`src/rtl/vs_lane_pkg.sv`:
```
package vs_lane_pkg;
  localparam int LANES  = 4;
  localparam int LANE_W = 8;
  localparam int WORD_W = LANES * LANE_W;

  // width code (bytes per control word) to enabled low lanes
  function automatic logic [LANES-1:0] width_lanes(input logic [2:0] nbytes);
    logic [LANES-1:0] m;
    case (nbytes)
      3'd1:    m = 4'b0001;
      3'd2:    m = 4'b0011;
      3'd4:    m = 4'b1111;
      default: m = 4'b0000;
    endcase
    return m;
  endfunction
endpackage

```
`src/rtl/vs_pos_decode.sv`:
```
module vs_pos_decode
  import vs_lane_pkg::*;
#(
  parameter int BF_W      = 8,
  parameter int PTR_W     = 8,
  parameter int SUB_BITS  = 6,
  parameter int SUB_FIRST = 16
) (
  input  logic             clk,
  input  logic             rst_n,
  input  logic [BF_W-1:0]  bf_idx,
  input  logic [PTR_W-1:0] ptr_in,
  input  logic [2:0]       cw_bytes,
  output logic [LANES-1:0] lane_mask
);
  localparam logic [PTR_W-1:0] FIRST_P = PTR_W'(SUB_FIRST);

  logic [PTR_W-1:0]    ptr_act;
  logic [SUB_BITS-1:0] sub;
  logic [PTR_W-1:0]    sub_ext;
  logic                in_vs;
  logic                hf_start;

  assign hf_start = (bf_idx == '0);
  assign sub      = bf_idx[SUB_BITS-1:0];
  assign sub_ext  = PTR_W'(sub);

  // pointer is frozen for the whole hyperframe
  always_ff @(posedge clk or negedge rst_n) begin
    if (!rst_n)        ptr_act <= '0;
    else if (hf_start) ptr_act <= ptr_in;
  end

  assign in_vs     = (sub_ext >= FIRST_P) && (sub_ext < ptr_act);
  assign lane_mask = in_vs ? width_lanes(cw_bytes) : '0;

  assert_ptr_hold_R4: assert property (@(posedge clk) disable iff (!rst_n)
    !hf_start |=> $stable(ptr_act));

  assert_no_vs_low_ptr_R2: assert property (@(posedge clk) disable iff (!rst_n)
    (ptr_act <= FIRST_P) |-> (lane_mask == '0));
endmodule

```
`src/rtl/vs_lane_merge.sv`:
```
module vs_lane_merge
  import vs_lane_pkg::*;
(
  input  logic [WORD_W-1:0] cw_hold,
  input  logic [LANES-1:0]  rdy_prev,
  input  logic [LANES-1:0]  wr_valid,
  input  logic [WORD_W-1:0] wr_data,
  output logic [WORD_W-1:0] merged
);
  for (genvar n = 0; n < LANES; n++) begin : g_lane
    logic take;
    assign take = rdy_prev[n] & wr_valid[n];
    assign merged[n*LANE_W +: LANE_W] = take ? wr_data[n*LANE_W +: LANE_W]
                                             : cw_hold[n*LANE_W +: LANE_W];
  end
endmodule

```
`src/rtl/vs_delay_line.sv`:
```
module vs_delay_line #(
  parameter int W     = 32,
  parameter int DEPTH = 1
) (
  input  logic         clk,
  input  logic         rst_n,
  input  logic [W-1:0] d,
  output logic [W-1:0] q
);
  if (DEPTH == 0) begin : g_wire
    assign q = d;
  end else begin : g_pipe
    logic [W-1:0] stg [DEPTH];
    always_ff @(posedge clk or negedge rst_n) begin
      if (!rst_n) begin
        for (int i = 0; i < DEPTH; i++) stg[i] <= '0;
      end else begin
        stg[0] <= d;
        for (int i = 1; i < DEPTH; i++) stg[i] <= stg[i-1];
      end
    end
    assign q = stg[DEPTH-1];
  end
endmodule

```
`src/rtl/vs_lane_access.sv`:
```
module vs_lane_access
  import vs_lane_pkg::*;
#(
  parameter int AUX_DLY   = 1,
  parameter int SUB_FIRST = 16
) (
  input  logic        clk,
  input  logic        rst_n,
  input  logic [31:0] cw_in,
  input  logic [7:0]  bf_idx,
  input  logic [7:0]  ptr_in,
  input  logic [2:0]  cw_bytes,
  output logic [31:0] rx_data,
  output logic [3:0]  rx_valid,
  output logic [3:0]  tx_ready,
  input  logic [3:0]  tx_valid,
  input  logic [31:0] tx_data,
  output logic [31:0] cw_out
);
  logic [LANES-1:0]  lane_mask;
  logic [WORD_W-1:0] cw_hold;
  logic [LANES-1:0]  mask_hold;
  logic [WORD_W-1:0] merged;
  logic [WORD_W-1:0] merged_q;

  vs_pos_decode #(.BF_W(8), .PTR_W(8), .SUB_BITS(6), .SUB_FIRST(SUB_FIRST)) u_pos (
    .clk(clk), .rst_n(rst_n), .bf_idx(bf_idx), .ptr_in(ptr_in),
    .cw_bytes(cw_bytes), .lane_mask(lane_mask)
  );

  assign tx_ready = lane_mask;

  // alignment stage: word and its ready mask wait one cycle for the user's reply
  always_ff @(posedge clk or negedge rst_n) begin
    if (!rst_n) begin
      cw_hold   <= '0;
      mask_hold <= '0;
    end else begin
      cw_hold   <= cw_in;
      mask_hold <= lane_mask;
    end
  end

  assign rx_valid = mask_hold;
  for (genvar n = 0; n < LANES; n++) begin : g_rx
    assign rx_data[n*LANE_W +: LANE_W] = mask_hold[n] ? cw_hold[n*LANE_W +: LANE_W] : '0;
  end

  vs_lane_merge u_merge (
    .cw_hold(cw_hold), .rdy_prev(mask_hold), .wr_valid(tx_valid),
    .wr_data(tx_data), .merged(merged)
  );

  always_ff @(posedge clk or negedge rst_n) begin
    if (!rst_n) merged_q <= '0;
    else        merged_q <= merged;
  end

  vs_delay_line #(.W(WORD_W), .DEPTH(AUX_DLY)) u_aux (
    .clk(clk), .rst_n(rst_n), .d(merged_q), .q(cw_out)
  );

  assert_ready_range_R1: assert property (@(posedge clk) disable iff (!rst_n)
    (tx_ready != '0) |-> (bf_idx[5:0] >= 6'(SUB_FIRST)));

  assert_width_lanes_R3: assert property (@(posedge clk) disable iff (!rst_n)
    (tx_ready & ~width_lanes(cw_bytes)) == '0);

  assert_rx_follows_ready_R7: assert property (@(posedge clk) disable iff (!rst_n)
    rx_valid == $past(tx_ready));

  for (genvar n = 0; n < LANES; n++) begin : g_chk
    assert_keep_byte_R6: assert property (@(posedge clk) disable iff (!rst_n)
      !(mask_hold[n] && tx_valid[n]) |=>
        merged_q[n*LANE_W +: LANE_W] == $past(cw_hold[n*LANE_W +: LANE_W]));
  end
endmodule

```
`config.mk`:
```
export PLATFORM = sky130hd
export DESIGN_NAME = vs_lane_access
export DESIGN_NICKNAME = d
export VERILOG_FILES = /design/src/rtl/vs_lane_pkg.sv /design/src/rtl/vs_pos_decode.sv /design/src/rtl/vs_lane_merge.sv /design/src/rtl/vs_delay_line.sv /design/src/rtl/vs_lane_access.sv
export SDC_FILE = /design/constraint.sdc
export NUM_CORES = 1
export LEC_CHECK = 0
export BUFFER_PORTS_ARGS = -buffer_cell sky130_fd_sc_hd__clkbuf_2
export CAP_MARGIN = 5
export CELL_PAD_IN_SITES_DETAIL_PLACEMENT = 0
export CELL_PAD_IN_SITES_GLOBAL_PLACEMENT = 1
export CORE_MARGIN = 2
export CORE_UTILIZATION = 37
export CTS_CLUSTER_DIAMETER = 120
export DETAILED_ROUTE_END_ITERATION = 7
export PLACE_DENSITY = 0.78
export SLEW_MARGIN = 20
export SYNTH_ARGS = -nofsm -noshare
export SYNTH_HDL_FRONTEND = slang
export SYNTH_SLANG_ARGS = --single-unit
```
`constraint.sdc`:
```
create_clock -name clk -period 2.23 [get_ports clk]
set_clock_uncertainty 0.2 [all_clocks]
set_input_delay 0.223 -clock clk [delete_from_list [all_inputs] [get_ports clk]]
set_output_delay 0.223 -clock clk [all_outputs]
set_load 0.005 [all_outputs]
```
* After elaboration in Yosys (flattened, before gate mapping)
Index checks and enable logic that the tools add are counted.
** Operators by class
- $lt $le $gt $ge :: 2
- Equality and inequality tests :: 3
- Mux-type cells :: 10
- Bitwise logic cells :: 4
- Reductions and logical operators :: 2
** Operators with widths (number)
- 2-to-1 mux 8 bit :: 8
- one-hot mux 4 bit (3 select lines) :: 1
- logical NOT 8 bit :: 1
- < comparator 6 x 8 -> 1 bit :: 1
- >= comparator 6 x 5 -> 1 bit (second input constant) :: 1
- AND 1 bit :: 4
- 2-to-1 mux 4 bit :: 1
- == test 3 x 1 -> 1 bit (second input constant) :: 1
- == test 3 x 2 -> 1 bit (second input constant) :: 1
- == test 3 bit (second input constant) :: 1
- logical AND 1 bit :: 1
** Storage, ports and cells
- Flip-flop bits (word level) :: 108
- Logic and storage cells :: 26

* Logic depth before layout (Yosys ltp)
- Word-level depth :: 3
- Gate-level depth with buffers :: 6

* By module
From an unflattened synthesis, not the netlist that was laid out.
** Unflattened totals
- Cells, all modules :: 215
- Area total of the unflattened synthesis :: 3617.2 um^2
** Modules (own cells, without submodules)
- vs_lane_access :: times used 1, cells each 100, area an instance 1901.8 um^2, sequential area each 1701.6 um^2
- vs_delay_line :: times used 1, cells each 32, area an instance 800.8 um^2, sequential area each 800.8 um^2
- vs_pos_decode :: times used 1, cells each 47, area an instance 529.3 um^2, sequential area each 200.2 um^2
- vs_lane_merge :: times used 1, cells each 36, area an instance 385.4 um^2, sequential area each 0.0 um^2

* Least setup slack after synthesis
No wires, ideal clock.
- Path kind :: register -> output
- Start :: register u_pos.ptr_act[2]
- End :: output tx_ready[3]
- Arrival :: 1572 ps
- Data required time :: 1807 ps
- Setup slack :: 235 ps
- Cell stages (with the launch flop) :: 7
- Path buffers :: 1
- Cell sequence :: dfrtp_1 -> inv_1 -> ha_1 -> a211oi_1 -> o21ai_0 -> a211oi_1 -> buf_4
** On the way
- Cells in the longest elaborated chain, start to end :: 3
** Ends and longest elaborated chain
- from (decl) :: line vs_pos_decode.sv:18 : logic [PTR_W-1:0] ptr_act;
- from (signal assigned) :: line vs_pos_decode.sv:31 : else if (hf_start) ptr_act <= ptr_in;
- < comparator 6 x 8 -> 1 bit :: line vs_pos_decode.sv:34 : assign in_vs = (sub_ext >= FIRST_P) && (sub_ext < ptr_act);
- logical AND 1 bit :: line vs_pos_decode.sv:34
- 2-to-1 mux 4 bit :: line vs_pos_decode.sv:35 : assign lane_mask = in_vs ? width_lanes(cw_bytes) : '0;
- to (decl) :: line vs_lane_access.sv:15 : output logic [3:0] tx_ready,
No other way between the ends.

* Worst setup path in the final report
- Start :: register u_pos.ptr_act[2]
- End :: output tx_ready[1]
Same word-level chain as after synthesis.

==> flow_summary.toml <==
[final_layout]
area_growth_synth_to_finish_pct = 55.9
drive_above_1_share_pct = 49.9
layout.core_utilization_pct = 60.1
nets = 557
layout_commonest_cell = "sky130_fd_sc_hd__clkbuf_2"
layout_common_cells = "155 x sky130_fd_sc_hd__clkbuf_2, 107 x sky130_fd_sc_hd__dfrtp_1, 75 x sky130_fd_sc_hd__dlygate4sd3_1, 40 x sky130_fd_sc_hd__mux2_2, 32 x sky130_fd_sc_hd__and2_1"
num_antenna_cells = 0

[setup_path]
critPathArrivalTime_ns = 1.89
timing.critical_path.max_delay_family = "compound AO/OA/AOI/OAI gates"
worstPathCellList = "inv_2 > ha_4 > a211oi_2 > o21ai_2 > a2111oi_4 > buf_2"
worst_setup_path_endpoint = "tx_ready[1]"
required_time_of_the_critical_path_ns = 1.81
crit_path_start_kind = "flop"
r2r_slack_ns = 0.37
crit_slowest_cell = "sky130_fd_sc_hd__dfrtp_1"
timing.critical_path.buf_inv = 2
r2r.worst_path.cells = 6
r2r_start = "u_pos.ptr_act[3]"
cp_startpoint = "u_pos.ptr_act[2]"
worstSetupEndpointType = "primary output"
r2r-end = "rx_valid[2]"
worst-path-stages = 6
cp_slowest_stage_delay_ns = 0.39
worstSetupPathType = "flop to primary output"
critical_path.max_fanout = 3

[synthesis]
cell_area_synth_sq_um = 3590
post_synth_num_cell_types = 22
syn_area_per_cell_sq_um = 16.6
synth-seq-area-share_pct = 74.5
yosys_register_bits = 107
syn_nets = 311
synthCells = 217
synth-warning-count = 0

[cts]
clk_root_buffer_cell = "sky130_fd_sc_hd__clkbuf_8"
post_cts.repair.setup_buffers = 0
h-tree-depth = 3
cts-buffers-inserted = 9
clock_tree.buffer_depth = 2
clkLatencyLatePin_ns = 0.36
cts_tree = "yes"
number_of_sinks_driven_by_the_clock_tree = 107
clk_transition_reported_paths_ns = 0.10

[flow_run]
max_cap_viol_count = 0

[drt]
drt_drc = 0
wire_per_inst_um = 13.9
dr.pass1.iters = 4
via_count = 2556
first_iter_violations = 36
detail_route.wirelength_mm = 8.28
ant_nets = 0
via_per_inst = 4.29

[pwr]
ir_drop_v = 0.000341
power.total_mw = 3.61
power_per_cell_area_nw_per_um2 = 645
leakage_nw = 2.76

[run_status]
violations = "negative setup slack"
outcome = "finished with violations"

[global_route]
grt_start_max_net_pins = 70
global_route.usage.total_pct = 16.1
antenna_violations_before_repair = 0
grt_overflow = 0
grt_pass1_wl_mm = 12.9
first_global_vias = 2735

[timing]
final_min_period_over_clock_period_pct = 104
slew_viol_final = 0
worst_slew_pin_slew_ns = 0.401
finalCriticalPeriod_ns = 2.31
fin_ws_ns = -0.0783
rsz0062_at_grt = "true"
slew_headroom_pct = 73.0
final_hold_viol_count = 0
max_freq_mhz = 433
setup_violations = 2

[die]
std_cell_rows = 35
fp.dieArea_sq_um = 10500
dieWidth_um = 103
floorplan.initialDensity_pct = 38.5
core_region_area_sq_um = 9330
io_pins = 161
die_h_um = 103

[placement]
gp_congestion = 0.719
port-buffer-count = 160
post-dp-hpwl_mm = 5.51

[min_path]
min-delay-path-class = "input port to asynchronous set/reset pin"
-- power breakdown --
part / total [mW] / internal, mW / switching [mW] / leakage [nW]
Clock: 1.07 / 0.419 / 0.646 / 0.0853
Sequential: 2.10 / 2.05 / 0.0476 / 1.27
Combinational: 0.451 / 0.267 / 0.184 / 1.41
Total: 3.61 / 2.74 / 0.877 / 2.76
-- flip-flops by register name (all words and copies together), names as in the netlist --
register,count
rx_valid,3
u_aux.q,32
merged_q,32
cw_hold,32
u_pos.ptr_act,8
-- routing by layer --
| metal | vias up | track usage [%] | share of wire, % |
|---|---|---|---|
| li1 | 1211 | - | - |
| met3 | 11 | 3.86 | 4.9 |
| met1 | 1241 | 19.2 | 39 |
| met5 | - | 0 | 0 |
| met2 | 93 | 28.9 | 54 |
| met4 | 0 | 5.03 | 1.6 |
-- cells in the mapped netlist --
library cell	number	area (sq um)
sky130_fd_sc_hd__a2111oi_2	1	15.0
sky130_fd_sc_hd__a211oi_1	3	22.5
sky130_fd_sc_hd__a21oi_1	1	5.00
sky130_fd_sc_hd__and2_1	32	200
sky130_fd_sc_hd__and2b_2	1	8.76
sky130_fd_sc_hd__buf_2	1	5.00
sky130_fd_sc_hd__buf_4	2	15.0
sky130_fd_sc_hd__clkbuf_1	1	3.75
sky130_fd_sc_hd__dfrtp_1	107	2680
sky130_fd_sc_hd__ha_1	5	62.6
sky130_fd_sc_hd__inv_1	5	18.8
sky130_fd_sc_hd__mux2_2	40	450
sky130_fd_sc_hd__nand2_1	7	26.3
sky130_fd_sc_hd__nand2_2	1	6.26
sky130_fd_sc_hd__nand2b_1	1	6.26
sky130_fd_sc_hd__nor2_1	2	7.51
sky130_fd_sc_hd__nor4_1	1	6.26
sky130_fd_sc_hd__nor4_2	2	25.0
sky130_fd_sc_hd__o21ai_0	1	5.00
sky130_fd_sc_hd__o22a_1	1	8.76
sky130_fd_sc_hd__o32ai_1	1	8.76
sky130_fd_sc_hd__xnor2_1	1	8.76
-- cells by family (layout without fill, tap and decap cells) --
logic type	count (synthesis)	in the layout	synth area share, %
xor gates and xnor gates	1	1	0.244
DFF	107	107	74.5
muxes	40	40	12.5
adders and majority gates	5	5	1.74
and+or+nand+nor	47	47	7.97
buffers and inverters	9	259	1.18
AOI/OAI and AO/OA	8	8	1.81
-- area by class of cell --
class	instances	area, sq um
multi-input combinational	101	970
fill	759	3730
sequential	107	2680
inverter	5	18.8
clock inverter	5	45.0
clock buffer	10	128
tap	129	161
timing repair buffer	239	1600
-- worst min path at each step --
stage | startpoint | slack [ns] | to
global route | rst_n | 0.03 | merged_q[19]
floorplan | rst_n | -0.27 | cw_hold[0]
CTS | rst_n | 0.02 | merged_q[16]
global placement | rst_n | -0.11 | u_pos.ptr_act[5]
detailed placement | rst_n | -0.11 | u_pos.ptr_act[5]
finish | rst_n | 0.05 | merged_q[16]
-- metrics by stage --
step | instances | setup slack, ns | TNS, ns | cell area, sq um | hold WS [ns]
6_report | 596 | -0.0783 | -0.107 | 5600 | 0.0455
4_1_cts | 596 | -0.0709 | -0.145 | 5550 | 0.0220
5_1_grt | 596 | -0.180 | -0.519 | 5600 | 0.0305
3_3_place_gp | 505 | 0.110 | 0 | 4570 | -0.114
2_1_floorplan | 217 | 0.235 | 0 | 3590 | -0.273
3_5_place_dp | 505 | 0.0937 | 0 | 4570 | -0.114
-- repair_timing --
| action | CTS | global route |
|---|---|---|
| endpoints found under the setup margin | 4 | 5 |
| resized for setup | 10 | 10 |
| pin swaps | 3 | 1 |
| hold buffers | 76 | 0 |
| endpoints found under the hold margin | 182 | 0 |
Power figures use the tool's default switching activity.
